<file path="src/rtl/evt_dec_pkg.sv">
package evt_dec_pkg;
  typedef enum logic {
    SRC_TICK  = 1'b0,
    SRC_EVENT = 1'b1
  } step_src_e;
endpackage

</file>
<file path="src/rtl/evt_edge_sync.sv">
module evt_edge_sync #(
  parameter int unsigned STAGES = 2
) (
  input  logic clk_i,
  input  logic rst_ni,
  input  logic pin_i,
  output logic rise_o
);
  // STAGES sync flops plus one history flop
  logic [STAGES:0] sr_q;

  always_ff @(posedge clk_i or negedge rst_ni) begin
    if (!rst_ni) sr_q <= '0;
    else         sr_q <= {sr_q[STAGES-1:0], pin_i};
  end

  assign rise_o = sr_q[STAGES-1] & ~sr_q[STAGES];
endmodule

</file>
<file path="src/rtl/evt_dec_core.sv">
module evt_dec_core #(
  parameter int unsigned CNT_W = 14
) (
  input  logic             clk_i,
  input  logic             rst_ni,
  input  logic             load_i,
  input  logic [CNT_W-1:0] load_val_i,
  input  logic             step_i,
  output logic [CNT_W-1:0] count_o,
  output logic             dec_en_o,
  output logic             reload_o
);
  localparam logic [CNT_W-1:0] ONE = CNT_W'(1);

  logic [CNT_W-1:0] start_q, cnt_q;
  logic             armed;

  assign armed    = (start_q != '0);
  assign dec_en_o = step_i & armed & ~load_i;
  // reaching zero is replaced by a reload
  assign reload_o = dec_en_o & (cnt_q <= ONE);

  always_ff @(posedge clk_i or negedge rst_ni) begin
    if (!rst_ni) begin
      start_q <= '0;
      cnt_q   <= '0;
    end else if (load_i) begin
      start_q <= load_val_i;
      cnt_q   <= load_val_i;
    end else if (reload_o) begin
      cnt_q   <= start_q;
    end else if (dec_en_o) begin
      cnt_q   <= cnt_q - ONE;
    end
  end

  assign count_o = cnt_q;
endmodule

</file>
<file path="src/rtl/evt_irq_flag.sv">
module evt_irq_flag (
  input  logic clk_i,
  input  logic rst_ni,
  input  logic set_i,
  input  logic clr_i,
  output logic irq_o
);
  logic irq_q;

  // set wins over clear
  always_ff @(posedge clk_i or negedge rst_ni) begin
    if (!rst_ni)    irq_q <= 1'b0;
    else if (set_i) irq_q <= 1'b1;
    else if (clr_i) irq_q <= 1'b0;
  end

  assign irq_o = irq_q;
endmodule

</file>
<file path="src/rtl/evt_decrementer.sv">
module evt_decrementer #(
  parameter int unsigned CNT_W       = 14,
  parameter int unsigned SYNC_STAGES = 2
) (
  input  logic             clk_i,
  input  logic             rst_ni,
  input  logic             mode_evt_i,
  input  logic             tick_i,
  input  logic             start_we_i,
  input  logic [CNT_W-1:0] start_val_i,
  input  logic             evt_i,
  input  logic             irq_clr_i,
  output logic [CNT_W-1:0] count_o,
  output logic             irq_o
);
  import evt_dec_pkg::*;

  step_src_e src;
  logic      evt_rise, step, dec_en_w, reload_w;

  assign src = step_src_e'(mode_evt_i);

  evt_edge_sync #(.STAGES(SYNC_STAGES)) u_sync (
    .clk_i  (clk_i),
    .rst_ni (rst_ni),
    .pin_i  (evt_i),
    .rise_o (evt_rise)
  );

  assign step = (src == SRC_EVENT) ? evt_rise : tick_i;

  evt_dec_core #(.CNT_W(CNT_W)) u_core (
    .clk_i      (clk_i),
    .rst_ni     (rst_ni),
    .load_i     (start_we_i),
    .load_val_i (start_val_i),
    .step_i     (step),
    .count_o    (count_o),
    .dec_en_o   (dec_en_w),
    .reload_o   (reload_w)
  );

  evt_irq_flag u_irq (
    .clk_i  (clk_i),
    .rst_ni (rst_ni),
    .set_i  (reload_w),
    .clr_i  (irq_clr_i),
    .irq_o  (irq_o)
  );
endmodule

</file>
<file path="config.mk">
export PLATFORM = sky130hd
export DESIGN_NAME = evt_decrementer
export DESIGN_NICKNAME = d
export VERILOG_FILES = /design/src/rtl/evt_dec_pkg.sv /design/src/rtl/evt_edge_sync.sv /design/src/rtl/evt_dec_core.sv /design/src/rtl/evt_irq_flag.sv /design/src/rtl/evt_decrementer.sv
export SDC_FILE = /design/constraint.sdc
export NUM_CORES = 1
export LEC_CHECK = 0
export BUFFER_PORTS_ARGS = -buffer_cell sky130_fd_sc_hd__clkbuf_2
export CAP_MARGIN = 20
export CORE_ASPECT_RATIO = 1.25
export CORE_MARGIN = 2
export CORE_UTILIZATION = 39
export CTS_CLUSTER_DIAMETER = 150
export DETAILED_ROUTE_END_ITERATION = 10
export GPL_ROUTABILITY_DRIVEN = 0
export PLACE_DENSITY = 0.64
export SLEW_MARGIN = 20
export SYNTH_ARGS = -nofsm -noshare
export SYNTH_HDL_FRONTEND = slang
export SYNTH_SLANG_ARGS = --single-unit
</file>
<file path="constraint.sdc">
create_clock -name clk_i -period 5.79 [get_ports clk_i]
set_clock_uncertainty 0.1 [all_clocks]
set_input_delay 1.737 -clock clk_i [delete_from_list [all_inputs] [get_ports clk_i]]
set_output_delay 1.737 -clock clk_i [all_outputs]
set_load 0.02 [all_outputs]
</file>
==> metrics.cfg <==
[status]
outcome = finished clean

[timing]
worst_pin_slew_ns = 0.822
rsz0062_at_grt = false
layout_min_cycle_time_ns = 2.98
final_max_slew_viol_count = 0
hold_viol = 0
relSlewSlack_pct = 45.2
fin_ws_ns = 2.81
finalSetupViolCount = 0
finalCritPeriodShare_pct = 51.5
fmax_ghz = 0.335
setup-tns-final_ns = 0

[global_route]
gr-total-overflow = 0
grt_pass1_vias = 1347
antenna_found_initial = 0
grt_pass1_wl_um = 6290
grt_usage_pct = 16.1
grt_max_degree = 46

[yosys]
yosysUniqueCellTypes = 45
synth-simple-area-share_pct = 18.3
synth-edff-count = 0
synth.net_count = 201
ys_seq_elements = 32
synth_top_cell_by_area = dfrtp_1
synth_area_um2 = 1740
synth_top_family_by_area = compound AO/OA/AOI/OAI gates
syn_avg_cell_area_um2 = 9.76
netlist_top_cells_area = dfrtp_1 (46%), o21ai_0 (4.9%), mux2_2 (4.5%)
async_flop_share_pct = 100
syn_inst = 178
synth_xor_area_share_pct = 3.02
synth-adder-area-share_pct = 1.44
ys.flop_type = dfrtp_1
synth_compound_area_share_pct = 18.9
muxShareOfSynthArea_pct = 6.84
ys_warn_count = 0
synth_top_area_share_pct = 46.1
ys_seq_area_share_pct = 46.1

[critical_path]
required_ns = 5.85
r2r-start = u_core.count_o[4]
critPathMaxStageDelay_ns = 0.43
cp-end-kind = flop
critPathMaxFanout = 10
critical_path_class = in -> reg
start_kind = input pin
crit_arrival_ns = 3.05
crit_path_top_delay_cell = and2_1
rr_endpoint = u_core.count_o[10]
reg2reg_setup_slack_ns = 3.42
crit_chain = clkbuf_2 -> inv_1 -> o21ai_0 -> and2_1 -> nor2_1 -> a221o_1
reg2reg_depth = 4

[layout]
antennaDiodeCount = 0
final_cell_mix = clkbuf_2 (35), dfrtp_1 (32), nor2_1 (18)
nets = 232
syn_to_final_growth_pct = 16.9
layout_commonest_cell = clkbuf_2
drive_gt1_share_pct = 26.2

[drt]
drc = 0
firstDrtPassIters = 4
m1WireLength_um = 1670
wl_met3_um = 160
routedWlPerCell_um = 13.9
avgViaCountPerCell = 5.30
drt_iter0_drc = 68
dr_wl_met2_um = 1850
vias = 1420
antenna_left = 0
top_layer = met4
wirelength_um = 3740

[floorplan]
pin_count = 36
dieArea_um2 = 5010
start_util_pct = 39.9
die_w_um = 63.7
core-area_um2 = 4360
die_y_um = 78.6
rows = 27

[power_and_ir_drop]
powerDensity_nw_per_um2 = 273
peakVddDrop_mv = 0.126
totalPowerFinal_mw = 0.554
p_leak_nw = 0.910

[clocking]
cts-buffers-inserted = 5
cts_max_level = 2
clk_pin_slew_worst_paths_ns = 0.07
ctsResizeCount = 0
hold_buffers = 0
post_cts_buffers = 0
clk_path_buf_depth = 2
cts_sinks = 32
cts_root_buffer = clkbuf_8
clk-insertion-delay-late_ns = 0.28
cts_tree = built

[worst_hold_path]
hold_end = u_sync.sr_q[1]
hold_depth = 0
worstHoldStart = u_sync.sr_q[0]
hold_class = reg -> reg

[flow_run]
drv_cap = 0

[placed_design]
dp_hpwl_um = 2660
port_buffers = 35
pre_cts_ws_ns = 2.52

-- report_power, final --
group | internal (mW) | switching (mW)
clock | 0.0947 | 0.0804
combinational | 0.0440 | 0.0609
sequential | 0.245 | 0.0289
total | 0.384 | 0.170
-- synth_stat cells (all sizes together) (3+ instances only) --
| cell | number |
|---|---|
| inv | 13 |
| xor2 | 5 |
| a21oi | 7 |
| nor2 | 18 |
| o21ai | 18 |
| a2111oi | 4 |
| mux2i | 4 |
| clkbuf | 8 |
| dfrtp | 32 |
| nand2 | 13 |
| a221o | 5 |
| mux2 | 7 |
| nor4 | 5 |
| buf | 3 |
| nand3 | 3 |
-- metal layers --
| layer | vias up | global-route usage [%] |
|---|---|---|
| met1 | 675 | 19.0 |
| li1 | 707 | - |
| met2 | 31 | 27.8 |
| met5 | - | 0 |
| met3 | 7 | 4.15 |
| met4 | 0 | 5.87 |
-- area by class of cell --
cell class	instances	area, µm²
sequential	32	801
clock buffer	6	82.6
fill	429	2330
timing repair buffer	35	175
clock inverter	2	10.0
multi-input combinational	122	842
tap	58	72.6
inverter	13	48.8
-- kinds of logic after synthesis --
group / Yosys count
and+or+nand+nor: 55
AOI/OAI and AO/OA: 48
DFF: 32
buffers and inverters: 24
muxes: 11
xor gates and xnor gates: 6
adders and majority gates: 2
-- critical path, delay by kind of cell --
family	cells	cell delay, ns
AO/OA/AOI/OAI	2	0.58
buffers and inverters	2	0.10
AND/OR/NAND/NOR	2	0.61
-- worst max path at each step --
stage | cells after the start | start | endpoint | slack (ns)
global placement | 6 | tick_i | u_core.count_o[13] | 2.54
floorplan | 6 | tick_i | u_core.count_o[13] | 2.74
CTS | 6 | tick_i | u_core.count_o[13] | 2.82
finish | 6 | tick_i | u_core.count_o[13] | 2.81
global route | 6 | tick_i | u_core.count_o[13] | 2.69
detailed placement | 6 | tick_i | u_core.count_o[13] | 2.52
-- metrics by stage --
| stage | instances | util, % | hold WS, ns | area, µm² |
|---|---|---|---|---|
| 2_1_floorplan | 178 | - | 0.231 | 1740 |
| 3_3_place_gp | 260 | 44.5 | 0.231 | 1940 |
| 3_5_place_dp | 260 | 44.5 | 0.236 | 1940 |
| 4_1_cts | 268 | 46.6 | 0.252 | 2030 |
| 5_1_grt | 268 | 46.6 | 0.270 | 2030 |
| 6_report | 268 | 46.6 | 0.256 | 2030 |
-- state kept, by name (all words and copies together) (netlist names) --
signal          cells
u_core.start_q     14
u_irq.irq_o         1
u_sync.sr_q         3
u_core.count_o     14
No activity file was read; power rests on OpenSTA's default activity.
